### src/rtl/errpin_pkg.sv
package errpin_pkg;

  localparam int KEY_W = 4;
  localparam logic [KEY_W-1:0] KEY_NORMAL = 4'h0;
  localparam logic [KEY_W-1:0] KEY_FORCE  = 4'hA;

  typedef enum logic [1:0] {
    ST_RESET = 2'd0,
    ST_IDLE  = 2'd1,
    ST_ERROR = 2'd2,
    ST_WAIT  = 2'd3
  } pin_state_e;

  // strobes from the control FSM to the datapath
  typedef struct packed {
    logic loadCnt;
    logic runCnt;
    logic clrCnt;
    logic assertPin;
  } pin_ctl_t;

endpackage

### src/rtl/errpin_interval_cnt.sv
module errpin_interval_cnt #(
  parameter int CNT_W = 16
) (
  input  logic             clk,
  input  logic             porRstN,
  input  logic             load,
  input  logic             run,
  input  logic             clr,
  input  logic [CNT_W-1:0] loadVal,
  output logic [CNT_W-1:0] count,
  output logic             expired
);

  always_ff @(posedge clk or negedge porRstN) begin
    if (!porRstN) begin
      count <= '0;
    end else if (clr) begin
      count <= '0;
    end else if (load) begin
      count <= loadVal;
    end else if (run && (count != '0)) begin
      count <= count - CNT_W'(1);
    end
  end

  assign expired = (count == '0);

endmodule

### src/rtl/errpin_ctrl_dp.sv
module errpin_ctrl_dp
  import errpin_pkg::*;
#(
  parameter int NUM_EVT     = 8,
  parameter int CNT_W       = 16,
  parameter int PRELOAD_RST = 4
) (
  input  logic               clk,
  input  logic               porRstN,
  input  logic               cfgWrite,
  input  logic [KEY_W-1:0]   wrKey,
  input  logic [CNT_W-1:0]   wrPreload,
  input  logic [NUM_EVT-1:0] evtRaw,
  input  logic [NUM_EVT-1:0] evtInfl,
  input  pin_ctl_t           ctl,
  output logic               pending,
  output logic               expired,
  output logic [CNT_W-1:0]   count,
  output logic               errPinN,
  output logic               pinStatus
);

  localparam logic [CNT_W-1:0] PRELOAD_INIT = CNT_W'(PRELOAD_RST);

  logic [KEY_W-1:0]   keyReg;
  logic [CNT_W-1:0]   preloadReg;
  logic [NUM_EVT-1:0] evtLive;
  logic               forceMode;

  always_ff @(posedge clk or negedge porRstN) begin
    if (!porRstN) begin
      keyReg     <= KEY_NORMAL;
      preloadReg <= PRELOAD_INIT;
    end else if (cfgWrite) begin
      keyReg     <= wrKey;
      preloadReg <= wrPreload;
    end
  end

  // per-event gating of raw flags by the influence mask
  for (genvar i = 0; i < NUM_EVT; i++) begin : g_evt
    assign evtLive[i] = evtRaw[i] & evtInfl[i];
  end

  assign pending = |evtLive;

  errpin_interval_cnt #(.CNT_W(CNT_W)) u_cnt (
    .clk     (clk),
    .porRstN (porRstN),
    .load    (ctl.loadCnt),
    .run     (ctl.runCnt),
    .clr     (ctl.clrCnt),
    .loadVal (preloadReg),
    .count   (count),
    .expired (expired)
  );

  assign forceMode = (keyReg == KEY_FORCE);
  assign errPinN   = ~(ctl.assertPin | forceMode);
  assign pinStatus = errPinN;

endmodule

### src/rtl/errpin_ctrl_fsm.sv
module errpin_ctrl_fsm
  import errpin_pkg::*;
(
  input  logic       clk,
  input  logic       porRstN,
  input  logic       softRst,
  input  logic       modEnable,
  input  logic       clearStrobe,
  input  logic       pending,
  input  logic       expired,
  output pin_ctl_t   ctl,
  output pin_state_e state
);

  pin_state_e nextState;

  always_ff @(posedge clk or negedge porRstN) begin
    if (!porRstN) begin
      state <= ST_RESET;
    end else begin
      state <= nextState;
    end
  end

  always_comb begin
    nextState     = state;
    ctl.loadCnt   = 1'b0;
    ctl.runCnt    = 1'b0;
    ctl.clrCnt    = 1'b0;
    ctl.assertPin = (state != ST_IDLE);
    if (softRst) begin
      nextState  = ST_IDLE;
      ctl.clrCnt = 1'b1;
    end else begin
      unique case (state)
        ST_RESET: begin
          if (modEnable) nextState = ST_IDLE;
        end
        ST_IDLE: begin
          if (modEnable && pending) begin
            nextState   = ST_ERROR;
            ctl.loadCnt = 1'b1;
          end
        end
        ST_ERROR: begin
          ctl.runCnt = 1'b1;
          // a CLEAR only counts once every event has been cleared
          if (clearStrobe && !pending) begin
            nextState = expired ? ST_IDLE : ST_WAIT;
          end
        end
        ST_WAIT: begin
          ctl.runCnt = 1'b1;
          if (pending) begin
            nextState = ST_ERROR;
          end else if (expired) begin
            nextState = ST_IDLE;
          end
        end
        default: nextState = ST_RESET;
      endcase
    end
  end

endmodule

### src/rtl/errpin_ctrl.sv
module errpin_ctrl
  import errpin_pkg::*;
#(
  parameter int NUM_EVT     = 8,
  parameter int CNT_W       = 16,
  parameter int PRELOAD_RST = 4
) (
  input  logic               clk,
  input  logic               porRstN,
  input  logic               softRst,
  input  logic               modEnable,
  input  logic               cfgWrite,
  input  logic [3:0]         wrKey,
  input  logic [CNT_W-1:0]   wrPreload,
  input  logic               clearStrobe,
  input  logic [NUM_EVT-1:0] evtRaw,
  input  logic [NUM_EVT-1:0] evtInfl,
  output logic               errPinN,
  output logic               pinStatus
);

  pin_ctl_t         ctlBus;
  pin_state_e       ctrlState;
  logic             pendingEvt;
  logic             cntExpired;
  logic [CNT_W-1:0] cntVal;

  errpin_ctrl_fsm u_fsm (
    .clk         (clk),
    .porRstN     (porRstN),
    .softRst     (softRst),
    .modEnable   (modEnable),
    .clearStrobe (clearStrobe),
    .pending     (pendingEvt),
    .expired     (cntExpired),
    .ctl         (ctlBus),
    .state       (ctrlState)
  );

  errpin_ctrl_dp #(
    .NUM_EVT     (NUM_EVT),
    .CNT_W       (CNT_W),
    .PRELOAD_RST (PRELOAD_RST)
  ) u_dp (
    .clk       (clk),
    .porRstN   (porRstN),
    .cfgWrite  (cfgWrite),
    .wrKey     (wrKey),
    .wrPreload (wrPreload),
    .evtRaw    (evtRaw),
    .evtInfl   (evtInfl),
    .ctl       (ctlBus),
    .pending   (pendingEvt),
    .expired   (cntExpired),
    .count     (cntVal),
    .errPinN   (errPinN),
    .pinStatus (pinStatus)
  );

endmodule

### config.mk
export PLATFORM = sky130hd
export DESIGN_NAME = errpin_ctrl
export DESIGN_NICKNAME = d
export VERILOG_FILES = /design/src/rtl/errpin_pkg.sv /design/src/rtl/errpin_interval_cnt.sv /design/src/rtl/errpin_ctrl_dp.sv /design/src/rtl/errpin_ctrl_fsm.sv /design/src/rtl/errpin_ctrl.sv
export SDC_FILE = /design/constraint.sdc
export NUM_CORES = 1
export LEC_CHECK = 0
export ABC_CLOCK_PERIOD_IN_PS = 2450
export BUFFER_PORTS_ARGS = -buffer_cell sky130_fd_sc_hd__clkbuf_2
export CAP_MARGIN = 20
export CORE_UTILIZATION = 54
export DETAILED_ROUTE_END_ITERATION = 10
export PLACE_DENSITY = 0.82
export SLEW_MARGIN = 20
export SYNTH_ARGS = -nofsm -noshare
export SYNTH_HDL_FRONTEND = slang
export SYNTH_HIERARCHICAL = 1
export SYNTH_SLANG_ARGS = --single-unit
### constraint.sdc
create_clock -name clk -period 2.45 [get_ports clk]
set_clock_uncertainty 0.1 [all_clocks]
set_input_delay 0.49 -clock clk [delete_from_list [all_inputs] [get_ports clk]]
set_output_delay 0.49 -clock clk [all_outputs]
set_load 0.01 [all_outputs]
Word level (Yosys, flattened, before mapping). Cells that the tools add are included.

Word-level logic and storage cells: 51. Output and inout port bits: 2. Register bits: 38.

Mux-type cells: 16. Bitwise logic cells: 10. Equality and inequality tests: 9. Add/subtract/negate cells: 1. Reduce and logical (&&, ||, !) cells: 11.

Operator list (count): $mux 16 (3); $logic_not 16->1 (1); $mux 2 (8); $reduce_bool 16->1 (1); $sub 16x1->16 const B (1); $and 1x1->1 (8); $pmux 2 s4 (1); $reduce_or 8->1 (1); $ne 3x2->1 const B (2); $eq 2x2->1 const B (2); $eq 4x4->1 const B (1); $mux 1 (4); $ne 4x2->1 const B (1); $reduce_and 4->1 (1); $logic_and 1x1->1 (3); $ne 3x3->1 const B (1); $reduce_bool 3->1 (1); $eq 2x1->1 const B (1); $logic_not 2->1 (1); $ne 2x1->1 const B (1); $reduce_or 2->1 (1); $logic_not 1->1 (1); $not 1->1 (1); $or 1x1->1 (1).

Longest topological paths before layout. Gate-level depths: netlist of run 1.

Word-level depth: 10. Gate-level depth with buffers: 8. Mapped depth without buffers: 7.

By module. Netlist of run 1, hierarchy kept.

By module, submodules not included: errpin_interval_cnt (instances 1, area an instance 1072.3 µm², cells an instance 124, sequential area each 400.4 µm²); errpin_ctrl_dp (instances 1, area an instance 882.1 µm², cells an instance 50, sequential area each 501.7 µm²); errpin_ctrl_fsm (instances 1, area an instance 123.9 µm², cells an instance 13, sequential area each 50.0 µm²).

Worst setup path after synthesis of run 1. Ideal clock, no wire load.

Path kind: register -> register. From: register u_dp.u_cnt.count[4]. To: register u_dp.u_cnt.count[12]. Setup slack: 0.344 ns. Arrival time: 1.919 ns. Stages on the path, launching flop included: 7. Path buffers: 1. Data required time: 2.263 ns. Period minus slack after synthesis: 2.106 ns. Path through: dfrtp_1 -> or4_1 -> buf_2 -> or4_4 -> nor3_2 -> xnor2_1 -> a211oi_2.

Longest elaborated chain between the ends: 4. Elaborated cells between the ends (all ways): 7. Those cells by class: add/sub: 1; mux: 3; reduce/logical: 3.

Ends and longest elaborated chain: start: declaration (line errpin_interval_cnt.sv:10) `output logic [CNT_W-1:0] count,`; start signal: assignment (line errpin_interval_cnt.sv:20) `count <= loadVal;`; start signal: assignment (line errpin_interval_cnt.sv:22) `count <= count - CNT_W'(1);`; $sub 16x1->16 (line errpin_interval_cnt.sv:22); $mux 16 (line errpin_interval_cnt.sv:21) `end else if (run && (count != '0)) begin`; $mux 16 (line errpin_interval_cnt.sv:19) `end else if (load) begin`; $mux 16 (line errpin_interval_cnt.sv:17) `end else if (clr) begin`.

Several ways; a longest one is shown, not always the timed one. The select of a mux whose other input is x is not followed. A chain may end at the register's enable or synchronous reset.

Final worst setup path of run 1. Same ends and word-level chain as after synthesis.

==> results of run 1 <==
layout make-up:
class / instances / area [sq um]
Clock buffer: 6 / 82.6
Clock inverter: 2 / 60.1
Fill cell: 280 / 1190
Inverter: 5 / 18.8
Multi-Input combinational cell: 132 / 1040
Sequential cell: 38 / 952
Tap cell: 48 / 60.1
Timing Repair Buffer: 52 / 283
worst max path at each step:
stage	endpoint	depth (start not counted)	slack, ps
after floorplan	u_dp/u_cnt/count[12]	6	340
after detailed placement	u_dp/u_cnt/count[12]	5	230
final	u_dp/u_cnt/count[12]	5	180
after global routing	u_dp/u_cnt/count[3]	5	50
after CTS	u_dp/u_cnt/count[12]	5	190
after global placement	u_dp/u_cnt/count[12]	5	280
flip-flops by register name, indices dropped and copies added (netlist names):
name / flops
u_fsm/state: 2
u_dp/preloadReg: 16
u_dp/keyReg: 4
u_dp/u_cnt/count: 16
power by group through the flow:
stage / Sequential, W / Clock (W) / Combinational, W
6_report: 0.000769 / 0.000646 / 0.000491
5_1_grt: 0.000778 / 0.000685 / 0.000538
4_1_cts: 0.000767 / 0.000660 / 0.000477
3_5_place_dp: 0.000778 / 0 / 0.000470
3_3_place_gp: 0.000775 / 0 / 0.000456
2_1_floorplan: 0.000757 / 0 / 0.000356
cell usage in the layout, fill, tap and decap left out, drive strengths merged, types with 4 or more instances in the layout:
master and n:
o21ai 4, a21oi 9, xnor2 6, nor2 16, buf 9, dfrtp 37, mux2 20, or4 6
nor4 6, a22oi 4, nor3 11, nand2 9, inv 5, a211oi 10, clkbuf 49, nand3 4
layer usage:
metal  up-vias  share of wire (%)
met5         -                  0
met4         0                3.4
met3        20                7.3
met2       106                 48
met1       778                 41
li1        803                  -
repair_timing:
item                                   CTS  global route
endpoints found under the hold margin    0             0
setup endpoints to repair                0             3
resized for setup                        0             1
through the flow:
stage                     util (%)  hold slack, ps  power [W]  setup WS (ps)  cells
after floorplan                  -            94.4    0.00111            344    187
after global placement        63.7             336    0.00123            281    275
after detailed placement      63.7             341    0.00125            233    275
after CTS                     67.6            26.7    0.00190            193    283
after global routing          67.8            46.1    0.00200           54.8    283
final                         67.8            25.7    0.00191            181    283
logic make-up after synthesis:
kind of cell             after synthesis  synth area share [%]
AO/OA/AOI/OAI                         41                  14.4
XOR/XNOR                               8                  3.37
adder cells (fa/ha/maj)                1                 0.602
buffers and inverters                 17                  4.27
flip-flops                            38                  45.8
multiplexers                          20                  14.4
AND/OR/NAND/NOR                       62                  17.1
worst max-delay path: cells and delay by family, from the launching register on:
| family | cells | cell delay, ps |
|---|---|---|
| compound gates | 1 | 220 |
| flops | 1 | 440 |
| simple gates | 3 | 1320 |
| xor+xnor | 1 | 110 |
==> flow_metrics.tcl, run 1 <==
set metrics [dict create \
    outcome "finished clean" \
    postSynth.asyncResetShare_pct 100 \
    vdd_drop_max_mv 0.415 \
    cts_buffers 5 \
    grt_usage_pct 25.0 \
    r2r_setup_slack_ps 180 \
    rows 22 \
    setup.worst_path.start "u_dp/u_cnt/count[4]" \
    worst_slew_pin_slew_ps 695 \
    syn-cell-area_sq_um 2080 \
    final.setup.tns_ps 0 \
    avgViaCountPerCell 6.03 \
    cts_tree "done" \
    grt_overflow 0 \
    syn_nets 230 \
    synth_common_cells "dfrtp_1 (37), mux2_4 (20), nor2_1 (16)" \
    port_buffers 43 \
    power.density_nw_per_um2 763 \
    rsz0062_at_grt "false" \
    synth_most_common_cell "dfrtp_1" \
    die_area_sq_um 4100 \
    grt_max_degree 24 \
    antenna_found_initial 0 \
    grt_pass1_vias 1665 \
    ant_nets 0 \
    r2r-end "u_dp/u_cnt/count[12]" \
    dieWidth_um 64.0 \
    power_switching_w 0.000548 \
    nets 277 \
    sequentialPowerShare_pct 40.3 \
    synth_edf_count 0 \
    gr-usage-met2_pct 41.0 \
    worstReg2RegStart "u_dp/u_cnt/count[4]" \
    crit_type "reg -> reg" \
    synthCells 187 \
    hold_viol 0 \
    crit_path_max_incr_delay_ps 640 \
    start_kind "flop" \
    setup_viol 0 \
    drv_slew 0 \
    postCtsSetupRepairBufs 0 \
    routed_wl_mm 4.52 \
    critPathArrivalTime_ps 2380 \
    swShare_pct 28.8 \
    worstPathRequired_ps 2560 \
    hp-class "in -> async" \
    synthDistinctLibCells 43 \
    htree_levels 2 \
    drc 0 \
    slew_headroom_pct 53.6 \
    via_count 1707 \
    ys_warn_count 6 \
    top_usage_layer "met2" \
    clk_path_buf_depth 2 \
    synth_seq_cells 38 \
    final_area_sq_um 2500 \
    syn_avg_cell_area_sq_um 11.1 \
    path_max_fanout 7 \
    io_pins 44 \
    cts_hold_buffers 0 \
    placed_cell_area_sq_um 2350 \
    use_met3_pct 4.82 \
    slowest_stage "or4_1" \
    synth.area.top_cells "dfrtp_1 (45%), mux2_4 (14%), a211oi_1 (3.3%)" \
    cts_root_buf "clkbuf_8" \
    intPower_w 0.00136 \
    fin_crit_sh_pct 92.6 \
    synth_seq_area_share_pct 45.8 \
    min_period_ps 2270 \
    cts_num_sinks 38 \
    p_comb_share_pct 25.8 \
    yosysTopAreaCell "dfrtp_1" \
    reg2reg_depth 5 \
    drive_gt1_share_pct 37.4 \
    use_met1_pct 30.7 \
    antennaDiodeCount 0 \
    area_growth_pct 20.3 \
    cp_cell_sequence "or4_1 > or4_4 > nor3_2 > xnor2_1 > a211oi_2" \
    power_leakage_nw 1.16 \
    clock_latency_ps 290 \
    power_frac_clock_pct 33.9 \
    end_kind "flop" \
    design.core.area_sq_um 3690 \
    cap_violations 0 \
    die_y_um 64.0 \
    synth_top_area_share_pct 44.6 \
    gp_congestion 0.986 \
    fmax_mhz 441 \
    drt_iter0_markers 119 \
    start_util_pct 56.3 \
    dr.pass1.iters 5 \
    wl_per_cell_um 16.0 \
    grt_first_pass_wirelength_mm 7.56 \
    synthFlopType "dfrtp_1" \
    dpl.hpwl_mm 3.23 \
    clk_pin_slew_worst_paths_ps 70 \
]
Note: power is estimated with default switching activity, not from simulation.
==> inputs of run 2 (changes only) <==
--- a/config.mk
+++ b/config.mk
@@ -10,7 +10,7 @@
 export CAP_MARGIN = 20
 export CORE_UTILIZATION = 54
 export DETAILED_ROUTE_END_ITERATION = 10
-export PLACE_DENSITY = 0.82
+export PLACE_DENSITY = 0.79
 export SLEW_MARGIN = 20
 export SYNTH_ARGS = -nofsm -noshare
 export SYNTH_HDL_FRONTEND = slang
==> constraint.sdc (replaced) <==
create_clock -name clk -period 2.45 [get_ports clk]
set_clock_uncertainty 0.1 [all_clocks]
set_input_delay 0.3675 -clock clk [delete_from_list [all_inputs] [get_ports clk]]
set_output_delay 0.3675 -clock clk [all_outputs]
set_load 0.01 [all_outputs]
==> flow_metrics.tcl, run 2 (synthesis results as in run 1) <==
set metrics [dict create \
    r2r_setup_slack_ps 220 \
    dieWidth_um 64.0 \
    clock_latency_ps 290 \
    grt_first_pass_wirelength_mm 7.00 \
    area_growth_pct 16.9 \
    cts_hold_buffers 0 \
    die_y_um 64.0 \
    rows 22 \
    setup.worst_path.start "u_dp/u_cnt/count[4]" \
    worstSetupEndpoint "u_dp/u_cnt/count[12]" \
    stdcell_count 282 \
    cts_num_sinks 38 \
    rsz0062_at_grt "false" \
    holdWs_ps 7.64 \
    clk_path_buf_depth 2 \
    avgViaCountPerCell 5.79 \
    reg_top3 "u_dp/preloadReg x16, u_dp/u_cnt/count x16, u_dp/keyReg x4" \
    worstPathRequired_ps 2560 \
    drc 0 \
    via_count 1632 \
    htree_levels 2 \
    reg2reg_depth 5 \
    nets 276 \
    design.core.area_sq_um 3690 \
    power_leakage_nw 1.12 \
    worst_slew_pin_slew_ps 717 \
    pre_cts_ws_ps 257 \
    top_usage_layer "met2" \
    start_util_pct 56.3 \
    wl_per_cell_um 15.1 \
    crit_type "reg -> reg" \
    cts_repair_resize_count 0 \
    grt_overflow 0 \
    r2r-end "u_dp/u_cnt/count[12]" \
    io_pins 44 \
    drt_iter0_markers 79 \
    cts_tree "done" \
    grt_usage_pct 22.9 \
    hold_viol 0 \
    layout_setup_ws_ps 222 \
    clk_pin_slew_worst_paths_ps 80 \
    path_max_fanout 7 \
    placed_cells 274 \
    final_core_util_pct 65.9 \
    drive_gt1_share_pct 36.3 \
    final_common_cell "clkbuf_2" \
    outcome "finished clean" \
    cts_root_buf "clkbuf_8" \
    setup_viol 0 \
    min_period_ps 2230 \
    dr.pass1.iters 4 \
    use_met3_pct 3.57 \
    dpl.hpwl_mm 3.16 \
    cts_buffers 5 \
    gp_congestion 0.952 \
    cap_violations 0 \
    fmax_mhz 449 \
    slew_headroom_pct 52.2 \
    worstReg2RegStart "u_dp/u_cnt/count[4]" \
    vdd_drop_max_mv 0.727 \
    critPathArrivalTime_ps 2330 \
    die_area_sq_um 4100 \
    hp-class "in -> async" \
    final.setup.tns_ps 0 \
    postCtsSetupRepairBufs 0 \
    grt_max_degree 39 \
    use_met1_pct 30.9 \
    port_buffers 43 \
    final_cell_mix "clkbuf_2 (43), dfrtp_1 (37), mux2_4 (20), nor2_1 (16)" \
    ant_nets 0 \
    routed_wl_mm 4.27 \
    gr-usage-met2_pct 37.5 \
    drv_slew 0 \
    fin_crit_sh_pct 91.0 \
    start_kind "flop" \
    grt_pass1_vias 1519 \
    power.density_nw_per_um2 684 \
    antennaDiodeCount 0 \
    antenna_found_initial 0 \
    end_kind "flop" \
]
-- run 2: changes by cell type in the layout (fill, tap and decap cells not counted), sizes merged --
cell	previous run	this run
bufinv	2	0
clkinv	0	2
buf	9	8
-- run 2: worst min-delay path by stage --
stage	from	to	slack, ps	cells past startpoint
3_5_place_dp	porRstN	u_dp/keyReg[1]	330	2
5_1_grt	porRstN	u_dp/preloadReg[1]	40	2
2_1_floorplan	porRstN	u_dp/keyReg[0]	-30	0
4_1_cts	porRstN	u_dp/keyReg[2]	20	2
3_3_place_gp	porRstN	u_dp/keyReg[1]	340	2
6_report	porRstN	u_dp/keyReg[2]	8	2
-- run 2: worst max-delay path: stages (launching register included) --
cell and delay (ps):
dfrtp_1 440, or4_1 630, or4_4 470, nor3_2 200, xnor2_1 100, a211oi_2 210
-- run 2: report_power, final --
part | leakage, nW | total, W | switching (W) | internal (W)
sequential | 0.473 | 0.000772 | 0.0000736 | 0.000699
combinational | 0.605 | 0.000474 | 0.000246 | 0.000228
clock | 0.0452 | 0.000417 | 0.000216 | 0.000201
total | 1.12 | 0.00166 | 0.000536 | 0.00113
-- run 2: through the flow --
step / cell area (sq um) / total power, W
detailed placement: 2340 / 0.00125
CTS: 2430 / 0.00167
global route: 2430 / 0.00176
global placement: 2340 / 0.00124
finish: 2430 / 0.00166
floorplan: 2080 / 0.00111
-- run 2: routing by layer --
layer  vias to the layer above  wire length, um
met5                         -                0
met4                         0               54
met3                         5              173
met2                        50             2040
met1                       776             2000
li1                        801                -
-- run 2: area by class of cell --
cell class | instances | area (sq um)
Tap cell | 48 | 60.1
Multi-Input combinational cell | 132 | 1040
Timing Repair Buffer | 51 | 275
Fill cell | 313 | 1260
Inverter | 5 | 18.8
Sequential cell | 38 | 952
Clock buffer | 6 | 72.6
Clock inverter | 2 | 13.8
==> inputs of run 3 (changes only) <==
--- a/config.mk
+++ b/config.mk
@@ -5,10 +5,12 @@
 export SDC_FILE = /design/constraint.sdc
 export NUM_CORES = 1
 export LEC_CHECK = 0
+export ABC_AREA = 1
 export ABC_CLOCK_PERIOD_IN_PS = 2450
 export BUFFER_PORTS_ARGS = -buffer_cell sky130_fd_sc_hd__clkbuf_2
 export CAP_MARGIN = 20
-export CORE_UTILIZATION = 54
+export CORE_UTILIZATION = 55
+export CTS_BUF_LIST = sky130_fd_sc_hd__clkbuf_4 sky130_fd_sc_hd__clkbuf_8 sky130_fd_sc_hd__clkbuf_16
 export DETAILED_ROUTE_END_ITERATION = 10
 export PLACE_DENSITY = 0.79
 export SLEW_MARGIN = 20
==> flow_metrics.tcl, run 3 <==
set metrics [dict create \
    outcome "finished clean" \
    cts_hold_buffers 0 \
    grt_usage_pct 23.8 \
    grt_first_pass_wirelength_mm 8.00 \
    worstPathRequired_ps 2530 \
    drive_gt1_share_pct 20.4 \
    end_kind "flop" \
    grt_max_degree 41 \
    wl_per_cell_um 11.1 \
    ant_nets 0 \
    io_pins 44 \
    reg_top3 "u_dp/preloadReg x16, u_dp/u_cnt/count x16, u_dp/keyReg x4" \
    postCtsSetupRepairBufs 0 \
    critical_path.top_delay_family "simple AND/OR/NAND/NOR gates" \
    setup_viol 0 \
    grt_pass1_vias 1845 \
    power_frac_clock_pct 20.9 \
    gp_congestion 0.871 \
    via_count 2142 \
    ys_warn_count 6 \
    start_kind "flop" \
    crit_buf_inv 2 \
    syn_avg_cell_area_sq_um 6.81 \
    hold_viol 0 \
    synthDistinctLibCells 29 \
    htree_levels 2 \
    drv_slew 0 \
    drc 0 \
    start_util_pct 57.5 \
    postSynth.asyncResetShare_pct 100 \
    synth.area.top_cells "dfrtp_1 (40%), nand2_1 (19%), nand3_1 (6.9%)" \
    rsz0062_at_grt "false" \
    fmax_mhz 466 \
    vdd_drop_max_mv 0.658 \
    path_max_fanout 12 \
    synth_common_cells "nand2_1 (117), inv_1 (40), dfrtp_1 (37)" \
    hp-class "in -> async" \
    die_y_um 66.9 \
    p_comb_share_pct 48.3 \
    avgViaCountPerCell 4.96 \
    cts_root_buf "clkbuf_8" \
    worst_slew_pin_slew_ps 886 \
    dpl.hpwl_mm 3.51 \
    crit_path_max_incr_delay_ps 690 \
    cts_buffers 5 \
    power_switching_w 0.00137 \
    dr.pass1.iters 4 \
    synthCells 340 \
    final_cell_mix "nand2_1 (117), clkbuf_2 (43), inv_1 (40), dfrtp_1 (37), nor2_1 (34)" \
    clk_pin_slew_worst_paths_ps 70 \
    synth_seq_cells 38 \
    power_leakage_nw 1.52 \
    synthFlopType "dfrtp_1" \
    design.core.area_sq_um 4030 \
    area_growth_pct 16.0 \
    yosysTopAreaCell "dfrtp_1" \
    min_period_ps 2150 \
    path_depth 9 \
    grt_overflow 0 \
    reg2reg_depth 9 \
    intPower_w 0.00177 \
    syn_nets 383 \
    cp_cell_sequence "inv_2 > nand2_1 > nor3_1 > nor2_1 > nand2_4 > nand2_8 > inv_4 > nand2_1 > nand2_1" \
    final_common_cell "nand2_1" \
    power.density_nw_per_um2 1170 \
    synth_seq_area_share_pct 41.1 \
    crit_type "reg -> reg" \
    drt_iter0_markers 117 \
    fin_crit_sh_pct 87.7 \
    clk_path_buf_depth 2 \
    swShare_pct 43.6 \
    cts_tree "done" \
    routed_wl_mm 4.79 \
    antenna_found_initial 0 \
    holdWs_ps 16.1 \
    clock_latency_ps 290 \
    nets 424 \
    dieWidth_um 66.9 \
    rows 23 \
    final.setup.tns_ps 0 \
    synth_top_area_share_pct 40.0 \
    final_core_util_pct 66.7 \
    sequentialPowerShare_pct 30.8 \
    cts_repair_resize_count 0 \
    syn-cell-area_sq_um 2320 \
    synth_most_common_cell "nand2_1" \
    slew_headroom_pct 40.7 \
    cts_num_sinks 38 \
    slowest_stage "nor2_1" \
    die_area_sq_um 4470 \
    synth_edf_count 0 \
    critPathArrivalTime_ps 2230 \
    power_w 0.00314 \
    antennaDiodeCount 0 \
    cp_common_cell "nand2_1" \
    cap_violations 0 \
    fill_cells 353 \
    port_buffers 43 \
]
run 3: cell types whose count changed after synthesis, moves of 5 or more:
cell / delta
nand3_1: +28
nor2_2: +5
nand2_2: +5
nor2_1: +18
xnor2_1: -6
nor4_1: -5
or4_1: -5
mux2_4: -20
a21oi_1: -5
nand2_1: +108
a211oi_1: -9
o21ai_0: +27
inv_1: +35
nor3_1: -8
run 3: worst reg2reg max path, stage by stage (launching register included):
cell and delay, ps:
dfrtp_1 430, inv_2 100, nand2_1 130, nor3_1 80
nor2_1 690, nand2_4 190, nand2_8 130, inv_4 70
nand2_1 70, nand2_1 50
run 3: final timing paths:
| check | from | to | slack (ps) |
|---|---|---|---|
| worst min-delay path | porRstN | u_fsm/state[1] | 20 |
| max in group asynchronous | porRstN | u_dp/preloadReg[2] | 1880 |
| worst max-delay path | u_fsm/state[1] | u_dp/u_cnt/count[8] | 300 |
| worst max register to register | u_fsm/state[1] | u_dp/u_cnt/count[8] | 300 |
| worst min register to register | u_dp/preloadReg[2] | u_dp/preloadReg[2] | 400 |
| min in group clk | wrKey[0] | u_dp/keyReg[0] | 180 |
run 3: layout make-up:
cell class / instances / area (sq um) / area share (%)
Multi-Input combinational cell: 245 / 1120 / 41.7
Clock buffer: 6 / 82.6 / 3.07
Timing Repair Buffer: 46 / 238 / 8.85
Inverter: 45 / 173 / 6.42
Sequential cell: 38 / 952 / 35.4
Tap cell: 50 / 62.6 / 2.33
Clock inverter: 2 / 60.1 / 2.23
run 3: cell families (layout without fill, tap and decap cells):
kind of cell | count (synthesis) | count (layout) | synth area share (%)
AOI/OAI and AO/OA | 40 | 40 | 9.08
and+or+nand+nor | 203 | 203 | 38.4
adders and majority gates | 1 | 1 | 0.540
xor gates and xnor gates | 1 | 1 | 0.378
buffers and inverters | 57 | 99 | 10.5
DFF | 38 | 38 | 41.1
run 3: metal layers:
| layer | routed length, um | global-route usage (%) |
|---|---|---|
| met3 | 219 | 4.28 |
| met4 | 57 | 9.31 |
| met1 | 2350 | 31.0 |
| met2 | 2160 | 38.9 |
| met5 | 0 | 0 |
run 3: stage by stage:
stage,area [sq um],instances,worst slack (ps)
after floorplan,2320,340,574
after CTS,2690,432,297
after global routing,2690,432,93.3
final,2690,432,302
after detailed placement,2540,424,119
after global placement,2540,424,196
run 3: power groups by stage:
stage               Clock [W]  Sequential, W  Combinational [W]
floorplan                   0       0.000920            0.00124
global placement            0       0.000973            0.00147
detailed placement          0       0.000978            0.00150
CTS                  0.000669       0.000967            0.00151
global route         0.000690       0.000992            0.00176
finish               0.000657       0.000968            0.00152
